==> src/rtl/irq_router_pkg.sv <==
package irq_router_pkg;
  localparam int NSRC  = 32;
  localparam int NLINE = 6;
  localparam int FW    = 4;
  localparam int IW    = $clog2(NSRC);
  localparam int NREG  = NSRC * FW / 32;
  localparam int AW    = 5;

  localparam logic [IW-1:0] SRC_UART1  = IW'(30);
  localparam logic [IW-1:0] SRC_TIMER0 = IW'(29);
  localparam logic [IW-1:0] SRC_TIMER1 = IW'(28);

  // Source found at scan rank k (rank 0 is the strongest claim on a line).
  function automatic logic [IW-1:0] scan_src(input int k);
    logic [IW-1:0] s;
    case (k)
      1:       s = SRC_TIMER0;
      2:       s = SRC_TIMER1;
      3:       s = SRC_UART1;
      default: s = IW'(NSRC - 1 - k);
    endcase
    return s;
  endfunction
endpackage

==> src/rtl/irq_sync.sv <==
module irq_sync #(
  parameter int W = 32
) (
  input  logic         clk,
  input  logic         rst_n,
  input  logic [W-1:0] raw_i,
  output logic [W-1:0] sync_o
);
  logic [W-1:0] meta_q;

  always_ff @(posedge clk or negedge rst_n) begin
    if (!rst_n) begin
      meta_q <= '0;
      sync_o <= '0;
    end else begin
      meta_q <= raw_i;
      sync_o <= meta_q;
    end
  end
endmodule

==> src/rtl/irq_regs.sv <==
module irq_regs
  import irq_router_pkg::*;
(
  input  logic              clk,
  input  logic              rst_n,
  input  logic              bus_sel_i,
  input  logic              bus_wr_i,
  input  logic [AW-1:0]     bus_addr_i,
  input  logic [31:0]       bus_wdata_i,
  input  logic [NSRC-1:0]   status_i,
  output logic [31:0]       bus_rdata_o,
  output logic [NSRC-1:0]   mask_o,
  output logic [NSRC*FW-1:0] route_o
);
  localparam int WORD_MASK  = 0;
  localparam int WORD_STAT  = 1;
  localparam int WORD_ROUTE = 2;

  logic [NSRC-1:0]    mask_q;
  logic [NSRC*FW-1:0] route_q;
  logic [AW-3:0]      word;
  logic               aligned;

  assign word    = bus_addr_i[AW-1:2];
  assign aligned = (bus_addr_i[1:0] == 2'b00);

  always_ff @(posedge clk or negedge rst_n) begin
    if (!rst_n) begin
      mask_q  <= '0;
      route_q <= '0;
    end else if (bus_sel_i && bus_wr_i && aligned) begin
      if (int'(word) == WORD_MASK) mask_q <= bus_wdata_i[NSRC-1:0];
      for (int r = 0; r < NREG; r++) begin
        if (int'(word) == WORD_ROUTE + r)
          route_q[(NREG-1-r)*32 +: 32] <= bus_wdata_i;
      end
    end
  end

  always_comb begin
    bus_rdata_o = '0;
    if (aligned) begin
      if (int'(word) == WORD_MASK) bus_rdata_o = 32'(mask_q);
      if (int'(word) == WORD_STAT) bus_rdata_o = 32'(status_i);
      for (int r = 0; r < NREG; r++) begin
        if (int'(word) == WORD_ROUTE + r)
          bus_rdata_o = route_q[(NREG-1-r)*32 +: 32];
      end
    end
  end

  assign mask_o  = mask_q;
  assign route_o = route_q;

  p_mask_wr_r2: assert property (@(posedge clk) disable iff (!rst_n)
    (bus_sel_i && bus_wr_i && bus_addr_i == AW'(0)) |=> (mask_q == $past(bus_wdata_i[NSRC-1:0])))
    else $error("mask write not taken");

  p_status_ro_r3: assert property (@(posedge clk) disable iff (!rst_n)
    (bus_sel_i && bus_wr_i && bus_addr_i == AW'(4)) |=> ($stable(mask_q) && $stable(route_q)))
    else $error("status write altered state");
endmodule

==> src/rtl/irq_line.sv <==
module irq_line
  import irq_router_pkg::*;
#(
  parameter int LINE_CODE = 1
) (
  input  logic               clk,
  input  logic               rst_n,
  input  logic [NSRC-1:0]    pend_i,
  input  logic [NSRC*FW-1:0] route_i,
  output logic               irq_o,
  output logic [IW-1:0]      idx_o
);
  logic [NSRC-1:0] hits;
  logic [IW-1:0]   win;

  always_comb begin
    for (int s = 0; s < NSRC; s++)
      hits[s] = pend_i[s] && (route_i[s*FW +: FW] == FW'(LINE_CODE));
  end

  // Walk from weakest to strongest rank; the last hit seen wins.
  always_comb begin
    win = '0;
    for (int k = NSRC - 1; k >= 0; k--) begin
      if (hits[scan_src(k)]) win = scan_src(k);
    end
  end

  always_ff @(posedge clk or negedge rst_n) begin
    if (!rst_n) begin
      irq_o <= 1'b0;
      idx_o <= '0;
    end else begin
      irq_o <= |hits;
      idx_o <= win;
    end
  end

  p_idx_pending_r8: assert property (@(posedge clk) disable iff (!rst_n)
    irq_o |-> ((($past(hits) >> idx_o) & NSRC'(1)) != '0))
    else $error("reported index was not pending on this line");
endmodule

==> src/rtl/irq_router_top.sv <==
module irq_router_top
  import irq_router_pkg::*;
(
  input  logic              clk,
  input  logic              rst_n,
  input  logic [31:0]       src_i,
  input  logic              bus_sel_i,
  input  logic              bus_wr_i,
  input  logic [4:0]        bus_addr_i,
  input  logic [31:0]       bus_wdata_i,
  output logic [31:0]       bus_rdata_o,
  output logic [31:0]       pending_o,
  output logic [5:0]        cpu_irq_o,
  output logic [29:0]       irq_idx_o
);
  logic [NSRC-1:0]    status;
  logic [NSRC-1:0]    mask;
  logic [NSRC*FW-1:0] route;

  irq_sync #(.W(NSRC)) sync_i (
    .clk(clk), .rst_n(rst_n), .raw_i(src_i), .sync_o(status)
  );

  irq_regs regs_i (
    .clk(clk), .rst_n(rst_n),
    .bus_sel_i(bus_sel_i), .bus_wr_i(bus_wr_i), .bus_addr_i(bus_addr_i),
    .bus_wdata_i(bus_wdata_i), .status_i(status), .bus_rdata_o(bus_rdata_o),
    .mask_o(mask), .route_o(route)
  );

  assign pending_o = mask & status;

  for (genvar l = 0; l < NLINE; l++) begin : g_line
    irq_line #(.LINE_CODE(l + 1)) line_i (
      .clk(clk), .rst_n(rst_n), .pend_i(pending_o), .route_i(route),
      .irq_o(cpu_irq_o[l]), .idx_o(irq_idx_o[l*IW +: IW])
    );
  end

  p_idle_lines_r7: assert property (@(posedge clk) disable iff (!rst_n)
    (pending_o == '0) |=> (cpu_irq_o == '0))
    else $error("line high with nothing pending");

  p_line_needs_pending_r6: assert property (@(posedge clk) disable iff (!rst_n)
    (cpu_irq_o != '0) |-> ($past(pending_o) != '0))
    else $error("line raised without pending source");
endmodule

==> config.mk <==
export PLATFORM = sky130hd
export DESIGN_NAME = irq_router_top
export DESIGN_NICKNAME = d
export VERILOG_FILES = /design/src/rtl/irq_router_pkg.sv /design/src/rtl/irq_sync.sv /design/src/rtl/irq_regs.sv /design/src/rtl/irq_line.sv /design/src/rtl/irq_router_top.sv
export SDC_FILE = /design/constraint.sdc
export NUM_CORES = 1
export LEC_CHECK = 0
export BUFFER_PORTS_ARGS = -buffer_cell sky130_fd_sc_hd__buf_2
export CAP_MARGIN = 40
export CORE_MARGIN = 8
export CORE_UTILIZATION = 52
export DETAILED_ROUTE_END_ITERATION = 8
export HOLD_SLACK_MARGIN = 0.15
export PLACE_DENSITY = 0.72
export SETUP_SLACK_MARGIN = 0.1
export SYNTH_ARGS = -nofsm -noshare
export SYNTH_HDL_FRONTEND = slang
export SYNTH_HIERARCHICAL = 1
export SYNTH_SLANG_ARGS = --single-unit
==> constraint.sdc <==
create_clock -name clk -period 2.9 [get_ports clk]
set_input_delay 0.58 -clock clk [delete_from_list [all_inputs] [get_ports clk]]
set_output_delay 0.58 -clock clk [all_outputs]
set_load 0.01 [all_outputs]
After elaboration in Yosys (flattened, before gate mapping). Index checks and enable logic that the tools add are counted.

Eq/ne operators: 197. Mux-type cells: 193. Bitwise gates (word level): 1. Reductions and logical operators: 207.

Operators by type and width (number): $mux W5 (180); $eq A4 B3 Y1 const B (96); $eq A4 B2 Y1 const B (64); $mux W32 (7); $logic_and A1 B1 Y1 (194); $reduce_or A32 Y1 (6); $eq A4 B1 Y1 const B (32); $and A32 B32 Y32 (1); $eq A3 B3 Y1 const B (4); $reduce_and A2 Y1 (5); $mux W1 (6); $eq A3 B2 Y1 const B (1); $logic_not A3 Y1 (1); $logic_not A2 Y1 (1).

Bits in registers: 260. Bits of input ports: 73. Output and inout bits: 100. Word-level logic and storage cells: 617.

Depth between registers and ports, before layout. Gate-level depths: netlist of the first run.

Word-level depth: 33. Mapped depth: 7. Gate-level depth less buffers: 7.

Cells and area by module. The synthesis of the first run kept the hierarchy.

By module, submodules not included: irq_regs (instances 1, cells each 568, area each 7672.4 um^2, sequential area each 4003.8 um^2); irq_line (g_line[4].line_i ...) (instances 2, cells each 139, area each 965.9 um^2, sequential area each 150.1 um^2); irq_sync (instances 1, cells each 64, area each 1601.5 um^2, sequential area each 1601.5 um^2); irq_line (g_line[1].line_i) (instances 1, cells each 136, area each 1006.0 um^2, sequential area each 150.1 um^2); irq_line (g_line[0].line_i) (instances 1, cells each 143, area each 992.2 um^2, sequential area each 150.1 um^2); irq_line (g_line[3].line_i) (instances 1, cells each 135, area each 923.4 um^2, sequential area each 150.1 um^2); irq_line (g_line[2].line_i) (instances 1, cells each 138, area each 893.4 um^2, sequential area each 150.1 um^2); irq_router_top (instances 1, cells each 32, area each 200.2 um^2, sequential area each 0.0 um^2).

Least setup slack after synthesis of the first run. Ideal clock, no wire load.

Path kind: input to output. Start: input port bus_addr_i[3]. End: output port bus_rdata_o[10]. Data arrival time: 1.721 ns. Required time: 2.320 ns. Path slack: 0.599 ns. Stages: 6. Buffers on the path: 3. Cell sequence: buf_4 inv_1 clkbuf_1 buf_1 o221ai_1 a21oi_1.

Word-level cells in the longest chain between the ends: 8. Elaborated cells on any way between the ends: 13. Classes of those cells: eq/ne (5); mux (7); reduce/logical (1).

Ends and longest elaborated chain: start: declaration (line irq_router_top.sv:9) `input logic [4:0] bus_addr_i,`; $logic_not A3 Y1 (line irq_regs.sv:43) `if (int'(word) == WORD_MASK) bus_rdata_o = 32'(mask_q);`; $mux W32 (line irq_regs.sv:43); $mux W32 (line irq_regs.sv:44) `if (int'(word) == WORD_STAT) bus_rdata_o = 32'(status_i);`; $mux W32 (3 in series) (line irq_regs.sv:46) `if (int'(word) == WORD_ROUTE + r)`; $mux W32 (*) (line irq_regs.sv:46); $mux W32 (*) (line irq_regs.sv:42) `if (aligned) begin`; end: declaration (line irq_router_top.sv:11) `output logic [31:0] bus_rdata_o,`.

Mark *: on every way between the ends. The rest lies on a longest branch, timed or not.

Worst setup path after layout of the first run.
Start: register regs_i.route_q[77], in the netlist regs_i/route_o[77]. End: output port bus_rdata_o[13].

Word-level cells in the longest chain between the ends: 4.

Ends and longest elaborated chain: start: declaration (line irq_regs.sv:20) `logic [NSRC*FW-1:0] route_q;`; start signal: indexed assignment (line irq_regs.sv:35) `route_q[(NREG-1-r)*32 +: 32] <= bus_wdata_i;`; $mux W32 (3 in series) (line irq_regs.sv:46); $mux W32 (line irq_regs.sv:42).

No other way between the ends.

==> impl_metrics.ini, run 1 <==
[run_status]
run_status = completed

[sta]
slew_viol_final = 0
rsz0062_at_grt = false
worst_pin_slew_ns = 0.801
fin_crit_sh = 0.938
hold_viol = 0
layout_min_cycle_time_ns = 2.72
skew_ns = 0.0150
fin_setup_tns_ns = 0
slew_headroom = 0.459
timing.hold.ws_ns = 0.311
setup_viol = 0
fmax_ghz = 0.368

[global_route]
grt_use_met2 = 0.548
grt_pass1_wl_um = 95200
grt_pass1_vias = 14166
overflow = 0
grt_max_degree = 82
met3_usage = 0.108
grt.busiest_layer = met2
met1_usage = 0.467
grt.total_usage = 0.357
antenna_found_initial = 1

[finish]
nets = 1837
final_cell_mix = dfrtp_1, buf_2, mux2_2, nor2_1, nand2_1
seq_area_um2 = 6510
multiInputGateArea_um2 = 8420
nFillCells = 2307
layout-drive-gt1-share = 0.306
mostFrequentLayoutCell = dfrtp_1
syn2layout_area_growth_pct = 20.0
postLayoutCellArea_um2 = 18300

[route]
antenna_left = 0
first_pass_iters = 6
avgRoutedWirePerCell_um = 29.9
drtIter0Drc = 1941
drc = 0
routed_wl_um = 64800
via_per_inst = 6.79
num_vias = 14728

[clock_tree]
htree_levels = 1
clockBufferDepth = 3
cts_sinks = 260
clk_latency_ns = 0.57
numCtsBuffers = 27
cts_hold_buffers = 33
cts_tree = built
clk_pin_slew_ns = 0.06
post_cts_buffers = 0
cts_resized = 0
root_buffer = clkbuf_16

[synth]
netlist_area_um2 = 15200
synth_ff_type = dfrtp_1
synth_top_area_share = 0.427
async_flop_share = 1.00
yosysTopAreaCell = dfrtp_1
avgSynthCellArea_um2 = 10.2
synth_enable_flop_cells = 0
syn_inst = 1494
synth_fp_nets = 1567
synth_seq_area_share = 0.427
ys_seq_elements = 260
synth_warnings = 6
post_synth_num_cell_types = 79
yosys-top-cells-area = dfrtp_1, mux2_2, nor2_1

[place]
io_buffers = 172
gp_congestion = 1.07
place_area_um2 = 17000
dp_hpwl_um = 49500

[die]
initial_core_util = 0.529
die_y_um = 187
die-area_um2 = 35000
coreArea_um2 = 28800
io_pins = 173
die_x_um = 187
row_count = 62

[critical_path]
crit_fanout = 8
cp-start-kind = flip-flop
max_stage_delay_ns = 0.62
worstPathCellList = buf_4 > mux2i_1 > or2_2 > a21oi_1 > buf_2
required_ns = 2.32
regToRegStartpoint = regs_i/mask_o[16]
end_kind = output pin
worstSetupPathType = reg2out
cp_data_arrival_time_ns = 2.14
crit_slowest_cell = dfrtp_1
cp-startpoint = regs_i/route_o[77]

[power_and_ir_drop]
p_leak_nw = 8.50
vdd_drop_max_mv = 0.730
p_per_area_nw_per_um2 = 561

[run]
drv_cap = 0

[worst_hold_path]
hp-class = in2reg
hold_start = bus_wdata_i[0]
[power by group]
part	internal (W)	switching [W]
logic	0.000873	0.00101
registers	0.00405	0.000801
clock network	0.00206	0.00147
[worst max-delay path: cells and delay by family, from the launching register on]
kind            cells  cell delay, ns
compound gates      1            0.21
simple gates        1            0.29
mux                 1            0.07
buf+inv             2            0.41
flops               1            0.62
[sequential cells by signal (all words and copies together) (netlist names)]
signal,cells
regs_i/route_o,128
regs_i/mask_o,32
sync_i/meta_q,32
sync_i/sync_o,32
g_line.line_i/idx_o,30
g_line.line_i/irq_o,6
[per-stage QoR]
step	util	std cells	total power, W	setup slack [ns]
6_report	0.635	2169	0.0103	0.180
5_1_grt	0.635	2169	0.0106	0.141
4_1_cts	0.635	2168	0.0102	0.228
3_5_place_dp	0.592	2086	0.00663	0.419
3_3_place_gp	0.592	2086	0.00657	0.383
2_1_floorplan	-	1494	0.00557	0.599
[per-layer routing]
metal  up-vias  wire (um)
met3       159       7860
met5         -         61
li1       6282          -
met4         2       2760
met1      7271      25300
met2      1014      28900
[synthesized netlist by cell type (6+ instances only)]
library cell  count
or2_2            34
nor2_1          160
clkbuf_1         13
nor3_2            6
nand4_1          41
buf_2            15
mux2_2          170
or3_1            14
nand2_1          98
nor3_1           39
or4_1            12
o21ai_0          62
dfrtp_1         260
and2_1           46
mux2i_1          35
o221ai_1         34
o21ai_1           6
buf_4            12
nand2b_1         16
nor4b_1          32
nor2_2            6
nand4b_1         53
nor3b_1           8
o211ai_1         16
and4b_1          33
nand3_1          20
a21o_1            7
mux2_1           19
inv_1            14
o21bai_1          6
a211oi_1          9
a21oi_1          60
nor4_1           45
[layout make-up]
class	instances	area share
Antenna cell	1	0.000137
Clock buffer	43	0.0458
Clock inverter	6	0.00384
Inverter	14	0.00288
Multi-Input combinational cell	1175	0.461
Sequential cell	260	0.356
Tap cell	384	0.0263
Timing Repair Buffer	286	0.104
[worst paths after layout]
kind,end,slack [ns],cells after the start
hold / removal,regs_i/route_o[0],0.31,2
max in group asynchronous,regs_i/route_o[109],1.50,3
setup / recovery,bus_rdata_o[13],0.18,5
min in group asynchronous,g_line[4].line_i/idx_o[1],0.64,2
setup reg to reg,g_line[1].line_i/idx_o[0],0.33,6
hold reg to reg,sync_i/sync_o[31],0.35,0
[logic make-up after synthesis]
group           Yosys count  synth area share
flops                   260             0.427
mux                     224             0.163
compound gates          246             0.108
simple gates            705             0.282
buf+inv                  59            0.0202
Power figures use the tool's default switching activity.
==> run 2: changes to the inputs <==
--- a/config.mk
+++ b/config.mk
@@ -11,7 +11,7 @@
 export CORE_UTILIZATION = 52
 export DETAILED_ROUTE_END_ITERATION = 8
 export HOLD_SLACK_MARGIN = 0.15
-export PLACE_DENSITY = 0.72
+export PLACE_DENSITY = 0.75
 export SETUP_SLACK_MARGIN = 0.1
 export SYNTH_ARGS = -nofsm -noshare
 export SYNTH_HDL_FRONTEND = slang
==> constraint.sdc (replaced) <==
create_clock -name clk -period 2.5 [get_ports clk]
set_input_delay 0.5 -clock clk [delete_from_list [all_inputs] [get_ports clk]]
set_output_delay 0.5 -clock clk [all_outputs]
set_load 0.01 [all_outputs]
==> run 2 against run 1 <==
Net effect: worst hold slack got worse by 0.10 ns; non-clock buffer count up 52; sequential share of layout area down 1.0 points; sequential power up 13%; die area did not move; flip-flop and latch count unchanged; register-to-register slack worse by 0.25 ns; clock skew increased by 0.0064 ns; routed wire length down 0.97%; largest cell class unchanged.
==> impl_metrics.ini, run 2 (synthesis gave the netlist of run 1 again) <==
[critical_path]
crit_fanout = 7
required_ns = 2.00
cp_data_arrival_time_ns = 1.92
end_kind = output pin
worstSetupPathType = reg2out
cp-start-kind = flip-flop

[global_route]
antenna_found_initial = 0
overflow = 0
grt_pass1_wl_um = 93400
grt_pass1_vias = 14219
grt.total_usage = 0.349
grt_max_degree = 76

[power_and_ir_drop]
total_power_w = 0.0123
p_leak_nw = 8.77
vdd_drop_max_mv = 0.625
p_per_area_nw_per_um2 = 647

[run_status]
run_status = completed

[die]
die_y_um = 187
io_pins = 173
coreArea_um2 = 28800
initial_core_util = 0.529
row_count = 62
die-area_um2 = 35000
die_x_um = 187

[sta]
setup_ws_ns = 0.0771
slew_headroom = 0.484
slew_viol_final = 0
fin_crit_sh = 0.969
skew_ns = 0.0214
setup_viol = 0
fin_setup_tns_ns = 0
timing.hold.ws_ns = 0.210
layout_min_cycle_time_ns = 2.42
hold_viol = 0
rsz0062_at_grt = true
worst_pin_slew_ns = 0.767
fmax_ghz = 0.413

[finish]
syn2layout_area_growth_pct = 24.6
n_antenna_cell = 0
mostFrequentLayoutCell = dfrtp_1
final_cell_mix = dfrtp_1, buf_2, mux2_2, nor2_1, buf_4
nets = 1890
layout-drive-gt1-share = 0.364
nFillCells = 2249
largest_reg_flops = 128

[clock_tree]
clockBufferDepth = 3
cts_sinks = 260
numCtsBuffers = 28
clk_latency_ns = 0.58
htree_levels = 1
clk_pin_slew_ns = 0.06
cts_tree = built
root_buffer = clkbuf_16

[place]
io_buffers = 172
dp_hpwl_um = 48400
gp_congestion = 1.04
preCtsSetupSlack_ns = 0.140

[route]
routed_wl_um = 64200
via_per_inst = 6.74
antenna_left = 0
first_pass_iters = 7
drtIter0Drc = 2262
drc = 0
num_vias = 14980
avgRoutedWirePerCell_um = 28.9

[run]
drv_cap = 0

[worst_hold_path]
hp-class = in2reg
[run 2: cell count changes in the layout (fill, tap and decap cells not counted), moves of 5 or more]
cell	before	now
o221ai_1	34	25
buf_4	75	119
dfrtp_1	260	214
buf_12	7	12
dfrtp_2	0	46
o221ai_2	0	8
clkbuf_8	10	5
a21oi_2	0	6
a21oi_1	60	54
[run 2: power by group]
group	internal, W	switching, W
clock network	0.00252	0.00176
logic	0.00116	0.00136
registers	0.00472	0.000746
total	0.00840	0.00387
[run 2: area by class of cell]
type | count | area, um^2 | share of cell area
multi-input combinational | 1175 | 8560 | 0.451
sequential | 260 | 6560 | 0.346
timing repair buffer | 338 | 2360 | 0.125
clock buffer | 40 | 796 | 0.0420
tap | 384 | 480 | 0.0253
clock inverter | 10 | 154 | 0.00812
inverter | 14 | 52.6 | 0.00277
[run 2: per-layer routing]
metal,track usage,share of wire,vias to the layer above
met3,0.0822,0.11,187
met1,0.464,0.39,7365
met2,0.540,0.44,1058
met5,0,0.00056,-
met4,0.146,0.052,2
li1,-,-,6368
[run 2: metrics by stage]
| stage | std cells | util | cell area (um^2) |
|---|---|---|---|
| final | 2221 | 0.659 | 19000 |
| after floorplan | 1494 | - | 15200 |
| after global placement | 2122 | 0.603 | 17400 |
| after detailed placement | 2123 | 0.604 | 17400 |
| after global routing | 2221 | 0.659 | 19000 |
| after CTS | 2210 | 0.651 | 18700 |
[run 2: worst paths after layout]
path / start / to / slack, ns / cells after the start
worst min register to register: sync_i/meta_q[10] / sync_i/sync_o[10] / 0.35 / 0
worst max-delay path: regs_i/route_o[40] / bus_rdata_o[8] / 0.08 / 5
max in group asynchronous: rst_n / sync_i/sync_o[15] / 1.19 / 3
worst min-delay path: bus_wdata_i[5] / regs_i/route_o[37] / 0.21 / 2
worst max register to register: sync_i/sync_o[20] / g_line[3].line_i/idx_o[3] / 0.08 / 8
min in group asynchronous: rst_n / g_line[3].line_i/idx_o[0] / 0.53 / 2
[run 2: repair_timing]
action / in CTS / in global routing
hold buffers: 33 / 0
setup endpoints to repair: 19 / 27
pin swaps: 0 / 2
hold endpoints to repair: 97 / 0
resized for setup: 29 / 46
buffers inserted: 4 / 11
cloned: 0 / 0
[run 2: critical path: stages (launching register included)]
cell and delay [ns]:
dfrtp_1 0.42, buf_4 0.18, mux2_2 0.28, o221ai_2 0.20
a21oi_2 0.09, buf_2 0.16
